<file path="src/rtl/fir8_pkg.sv">
package fir8_pkg;
  // Register levels ahead of the accumulator: input register plus two product stages.
  localparam int unsigned FILL_LAG = 3;

  // Position that lies `back` steps behind `pos` on a ring of n entries (back < 2n).
  function automatic int unsigned ring_back(int unsigned pos, int unsigned back, int unsigned n);
    return (pos + 2 * n - back) % n;
  endfunction
endpackage

</file>
<file path="src/rtl/fir8_phase.sv">
module fir8_phase
  import fir8_pkg::*;
#(
  parameter int unsigned TAPS = 8
) (
  input  logic            clk,
  input  logic            rst,
  output logic [TAPS-1:0] first_vec,
  output logic [TAPS-1:0] last_vec
);
  localparam int unsigned CNT_W = (TAPS > 1) ? $clog2(TAPS) : 1;
  localparam logic [CNT_W-1:0] CNT_TOP = CNT_W'(TAPS - 1);

  logic [CNT_W-1:0] cnt;

  always_ff @(posedge clk) begin
    if (rst)                 cnt <= '0;
    else if (cnt == CNT_TOP) cnt <= '0;
    else                     cnt <= cnt + 1'b1;
  end

  // A cell opens its window FILL_LAG edges after its first weight was registered
  // and closes it TAPS-1 edges later, one position further around the ring.
  always_comb begin
    int unsigned open_idx;
    int unsigned close_idx;
    open_idx  = ring_back(int'(cnt), FILL_LAG, TAPS);
    close_idx = (open_idx + 1) % TAPS;
    for (int j = 0; j < TAPS; j++) begin
      first_vec[j] = (open_idx == j);
      last_vec[j]  = (close_idx == j);
    end
  end

  // exactly one cell completes per clock, moving one place each cycle
  assert_rotate_R6: assert property (@(posedge clk) disable iff (rst)
    !$past(rst) |-> last_vec == {$past(last_vec[TAPS-2:0]), $past(last_vec[TAPS-1])});
endmodule

</file>
<file path="src/rtl/fir8_cell.sv">
module fir8_cell #(
  parameter int unsigned DW = 9,
  parameter int unsigned CW = 9,
  parameter int unsigned SW = 26
) (
  input  logic                 clk,
  input  logic                 rst,
  input  logic signed [DW-1:0] x,
  input  logic signed [CW-1:0] c,
  input  logic                 first,
  output logic signed [SW-1:0] total
);
  localparam int unsigned PW = DW + CW;

  logic signed [PW-1:0] m0_q;
  logic signed [PW-1:0] m1_q;
  logic signed [SW-1:0] acc_q;
  logic signed [SW-1:0] base;

  always_ff @(posedge clk) begin
    if (rst) begin
      m0_q  <= '0;
      m1_q  <= '0;
      acc_q <= '0;
    end else begin
      m0_q  <= PW'(x) * PW'(c);
      m1_q  <= m0_q;
      acc_q <= total;
    end
  end

  always_comb begin
    base  = first ? '0 : acc_q;
    total = base + {{(SW-PW){m1_q[PW-1]}}, m1_q};
  end

  // a new window starts from the sign-extended newest product alone
  assert_restart_R4: assert property (@(posedge clk) disable iff (rst)
    first |=> acc_q == {{(SW-PW){$past(m1_q[PW-1])}}, $past(m1_q)});
endmodule

</file>
<file path="src/rtl/fir8_pick.sv">
module fir8_pick #(
  parameter int unsigned TAPS = 8,
  parameter int unsigned SW   = 26
) (
  input  logic                 clk,
  input  logic                 rst,
  input  logic signed [SW-1:0] total [TAPS],
  input  logic [TAPS-1:0]      last_vec,
  output logic signed [SW-1:0] y
);
  logic signed [SW-1:0] sel;

  always_comb begin
    sel = '0;
    for (int j = 0; j < TAPS; j++) begin
      if (last_vec[j]) sel = sel | total[j];
    end
  end

  always_ff @(posedge clk) begin
    if (rst) y <= '0;
    else     y <= sel;
  end
endmodule

</file>
<file path="src/rtl/fir8_core.sv">
module fir8_core #(
  parameter int unsigned TAPS = 8,
  parameter int unsigned DW   = 9,
  parameter int unsigned CW   = 9,
  parameter int unsigned SW   = 26
) (
  input  logic                 clk,
  input  logic                 rst,
  input  logic signed [DW-1:0] smp_in,
  input  logic                 smp_en,
  input  logic signed [CW-1:0] cof_in,
  input  logic                 cof_en,
  output logic signed [CW-1:0] cof_out,
  output logic signed [SW-1:0] y_out
);
  localparam int unsigned CHAIN = TAPS - 1;

  logic signed [DW-1:0] x_q;
  logic signed [CW-1:0] c_q;
  logic signed [CW-1:0] c_dly [CHAIN];
  logic signed [CW-1:0] c_use [TAPS];
  logic signed [SW-1:0] total [TAPS];
  logic [TAPS-1:0]      first_vec;
  logic [TAPS-1:0]      last_vec;

  always_ff @(posedge clk) begin
    if (rst) begin
      x_q <= '0;
      c_q <= '0;
      for (int j = 0; j < CHAIN; j++) c_dly[j] <= '0;
    end else begin
      if (smp_en) x_q <= smp_in;
      if (cof_en) c_q <= cof_in;
      c_dly[0] <= c_q;
      for (int j = 1; j < CHAIN; j++) c_dly[j] <= c_dly[j-1];
    end
  end

  always_comb begin
    c_use[0] = c_q;
    for (int j = 1; j < TAPS; j++) c_use[j] = c_dly[j-1];
  end

  assign cof_out = c_use[TAPS-1];

  fir8_phase #(.TAPS(TAPS)) u_phase (
    .clk       (clk),
    .rst       (rst),
    .first_vec (first_vec),
    .last_vec  (last_vec)
  );

  for (genvar g = 0; g < TAPS; g++) begin : g_cell
    fir8_cell #(.DW(DW), .CW(CW), .SW(SW)) u_cell (
      .clk   (clk),
      .rst   (rst),
      .x     (x_q),
      .c     (c_use[g]),
      .first (first_vec[g]),
      .total (total[g])
    );
  end

  fir8_pick #(.TAPS(TAPS), .SW(SW)) u_pick (
    .clk      (clk),
    .rst      (rst),
    .total    (total),
    .last_vec (last_vec),
    .y        (y_out)
  );

  // the sample register follows its enable
  assert_smp_hold_R2: assert property (@(posedge clk) disable iff (rst)
    !smp_en |=> $stable(x_q));
  assert_smp_load_R2: assert property (@(posedge clk) disable iff (rst)
    smp_en |=> x_q == $past(smp_in));
  // the weight register follows its enable
  assert_cof_hold_R3: assert property (@(posedge clk) disable iff (rst)
    !cof_en |=> $stable(c_q));
  assert_cof_load_R3: assert property (@(posedge clk) disable iff (rst)
    cof_en |=> c_q == $past(cof_in));
endmodule

</file>
<file path="config.mk">
export PLATFORM = sky130hd
export DESIGN_NAME = fir8_core
export DESIGN_NICKNAME = d
export VERILOG_FILES = /design/src/rtl/fir8_pkg.sv /design/src/rtl/fir8_phase.sv /design/src/rtl/fir8_cell.sv /design/src/rtl/fir8_pick.sv /design/src/rtl/fir8_core.sv
export SDC_FILE = /design/constraint.sdc
export NUM_CORES = 2
export LEC_CHECK = 0
export BUFFER_PORTS_ARGS = -buffer_cell sky130_fd_sc_hd__buf_2
export CORE_UTILIZATION = 35
export CTS_BUF_LIST = sky130_fd_sc_hd__clkbuf_2 sky130_fd_sc_hd__clkbuf_4 sky130_fd_sc_hd__clkbuf_8
export CTS_CLUSTER_DIAMETER = 120
export DETAILED_ROUTE_END_ITERATION = 16
export PLACE_DENSITY = 0.61
export SYNTH_ARGS = -nofsm -noshare
export SYNTH_HDL_FRONTEND = slang
export SYNTH_SLANG_ARGS = --single-unit
export TNS_END_PERCENT = 100
</file>
<file path="constraint.sdc">
create_clock -name clk -period 5.9 [get_ports clk]
set_input_delay 0.59 -clock clk [delete_from_list [all_inputs] [get_ports clk]]
set_output_delay 0.59 -clock clk [all_outputs]
set_load 0.05 [all_outputs]
</file>
==> flow_metrics.env <==
export IMPL_status="finished, final reports clean"
export IMPL_syn_area_um2=52100
export IMPL_setup_viol=0
export IMPL_cts_sinks=606
export IMPL_synth_top_cell_area_share_pct=23.3
export IMPL_final_min_clock_period_ps=5520
export IMPL_grt_pass1_wl_um=215000
export IMPL_core_um2=148000
export IMPL_cts_tree="done"
export IMPL_die_h_um=388
export IMPL_worstPathCellList="buf_12, nand2_1, fa_1, fa_1, inv_1, ha_1, inv_1, fa_1, inv_1, ha_1, ha_1, fa_1, a21o_1, a21oi_1, o21bai_1, a21oi_1, o21bai_1, a21oi_1, o21ai_0, o41ai_1, xnor2_1, nor2_1"
export IMPL_hp_class="in -> reg"
export IMPL_grt_pass1_vias=38700
export IMPL_h_tree_depth=3
export IMPL_crit_buf_inv=4
export IMPL_worstSetupPathType="reg -> reg"
export IMPL_yosysTopAreaCell="dfxtp_1"
export IMPL_async_flop_share_pct=0
export IMPL_final_hold_viol_count=0
export IMPL_die_w_um=388
export IMPL_fmax_mhz=181
export IMPL_endpoint_kind="register"
export IMPL_clk_pin_slew_ps=70
export IMPL_place_gp_congestion=0.925
export IMPL_grt_remaining_overflow=0
export IMPL_yosys_top_cells_area="dfxtp_1 (23%), fa_1 (22%), ha_1 (12%), inv_1 (5.0%), and2_1 (5.0%)"
export IMPL_ir_drop_mv=0.175
export IMPL_max_stage_delay_ps=530
export IMPL_grt_antenna_before_repair=8
export IMPL_cp_start_kind="register"
export IMPL_clock_latency_ps=820
export IMPL_cp_required_ps=6550
export IMPL_drv_slew=0
export IMPL_layout_common_cells="inv_1 (700), dfxtp_1 (597), fa_1 (568)"
export IMPL_yosysSeqAreaShare_pct=23.3
export IMPL_rows=141
export IMPL_critPathMostFrequentCell="fa_1"
export IMPL_io_buffer_count=56
export IMPL_final_common_cell="inv_1"
export IMPL_finClkSkew_ps=66.9
export IMPL_drc=0
export IMPL_drt_wl_total_um=135000
export IMPL_timing_final_crit_share_pct=93.6
export IMPL_crit_fanout=14
export IMPL_cts_buffers=108
export IMPL_setup_tns_ps=0
export IMPL_slowest_stage="fa_1"
export IMPL_synth_distinct_cells=79
export IMPL_wl_per_cell_um=17.2
export IMPL_drt_iter0_drc=2442
export IMPL_grt_usage_pct=18.0
export IMPL_vias=37900
export IMPL_cts_root_buf="clkbuf_8"
export IMPL_cts_buffer_depth=3
export IMPL_ant_nets=0
export IMPL_synth_edf_count=0
export IMPL_dr_pass1_iters=9
export IMPL_syn_area_per_cell_um2=9.04
export IMPL_hold_slack_ps=69.7
export IMPL_syn_num_nets=6871
export IMPL_hpwl_um=105000
export IMPL_dieArea_um2=150000
export IMPL_p_leak_nw=26.7
export IMPL_fin_nets=6899
export IMPL_drive_gt1_share_pct=6.99
export IMPL_worst_path_dominant_cell_family="adder cells"
export IMPL_fin_ws_ps=380
export IMPL_grt_start_max_net_pins=139
export IMPL_power_density_nw_per_um2=176
export IMPL_syn_to_final_growth_pct=10.1
export IMPL_syn_inst=5768
export IMPL_drv_cap=0
export IMPL_dp_slack_ps=95.8
export IMPL_ys_warn_count=0
export IMPL_via_per_inst=4.85
export IMPL_initial_core_util_pct=35.3
export IMPL_io_pins=57
export IMPL_max_slew_margin_pct=39.2
export IMPL_crit_arrival_ps=6170
export IMPL_ys_seq_elements=606
export IMPL_tightest_slew_ps=910
export IMPL_synth_flop_cell="dfxtp_1"
-- stage by stage --
stage / std cells / util (%) / power (mW) / cell area, um2
after floorplan: 5768 / - / 5.14 / 52100
after global placement: 7608 / 37.1 / 5.57 / 54800
after detailed placement: 7608 / 37.1 / 5.58 / 54800
after CTS: 7807 / 38.8 / 10.2 / 57400
after global routing: 7812 / 38.8 / 10.5 / 57400
final: 7813 / 38.8 / 10.1 / 57400
-- sequential cells by signal (all words and copies together), names as in the netlist --
| register | count |
|---|---|
| x_q | 9 |
| g_cell.u_cell.acc_q | 208 |
| u_phase.cnt | 3 |
| g_cell.u_cell.m0_q | 144 |
| c_q | 9 |
| c_dly | 63 |
| g_cell.u_cell.m1_q | 144 |
| u_pick.y | 26 |
-- timing repair --
action	4_1_cts	5_1_grt
resized for setup	0	7
setup buffers	0	4
hold buffers	4	0
endpoints found under the hold margin	4	0
endpoints found under the setup margin	0	9
-- Yosys cell counts (9+ instances only) --
cell       number
inv_1         700
dfxtp_1       606
fa_1          568
ha_1          513
nand2_1       451
nor2_1        443
and2_1        417
nor2b_1       394
a21oi_1       219
clkbuf_1      210
xnor2_1       200
o21ai_0       142
xor2_1        135
nand2b_1       98
a21o_1         95
o21bai_1       57
mux2i_1        48
nor3_1         44
a31oi_1        34
nand3_1        34
o21a_1         34
buf_1          32
a211oi_1       21
o22ai_1        21
o41ai_1        20
nand4_1        16
o211ai_1       16
or3_1          13
and3_1         11
mux2_2         10
o31a_1         10
o31ai_1        10
o2111ai_1       9
-- area by class of cell --
type                            count  area [um2]
Fill cell                       14800       90400
Inverter                          702        2640
Multi-Input combinational cell   4215       36500
Clock buffer                      156        1990
Antenna cell                        2        5.00
Tap cell                         1930        2410
Sequential cell                   606       12200
Timing Repair Buffer              163        1230
Clock inverter                     39         527
-- logic make-up after synthesis --
kind of cell / count (synthesis) / share of synthesized area [%]
AOI/OAI and AO/OA: 781 / 9.87
xor gates and xnor gates: 336 / 5.66
adders and majority gates: 1081 / 34.1
buffers and inverters: 947 / 6.83
DFF: 606 / 23.3
muxes: 58 / 1.14
and+or+nand+nor: 1959 / 19.1
-- layer usage --
| layer | global-route usage [%] | routed length (um) | vias to the layer above |
|---|---|---|---|
| li1 | - | - | 18500 |
| met1 | 24.1 | 62100 | 18400 |
| met2 | 28.7 | 60300 | 835 |
| met3 | 2.71 | 6680 | 226 |
| met4 | 7.71 | 5560 | 2 |
| met5 | 0 | 13 | - |
-- worst paths after layout --
check	depth (start not counted)	endpoint	startpoint	slack, ps
worst min-delay path	3	c_q[8]	cof_in[8]	70
worst max-delay path	22	g_cell[6].u_cell.m0_q[17]	x_q[5]	380
worst min register to register	1	g_cell[3].u_cell.m1_q[9]	g_cell[3].u_cell.m0_q[9]	400
worst max register to register	22	g_cell[6].u_cell.m0_q[17]	x_q[5]	380
-- worst register-to-register path: stages, from the launching register on --
cell and delay, ps:
dfxtp_4 500, buf_12 200, nand2_1 90, fa_1 520, fa_1 530, inv_1 50
ha_1 260, inv_1 50, fa_1 470, inv_1 40, ha_1 270, ha_1 210
fa_1 460, a21o_1 200, a21oi_1 210, o21bai_1 90, a21oi_1 230, o21bai_1 90
a21oi_1 220, o21ai_0 150, o41ai_1 320, xnor2_1 160, nor2_1 60
-- where the power goes --
part | internal [mW] | leakage, nW | switching [mW]
Sequential | 4.19 | 4.90 | 0.0795
Combinational | 0.428 | 20.5 | 0.794
Clock | 2.66 | 1.29 | 1.93
(Power assumes the default switching activity.)
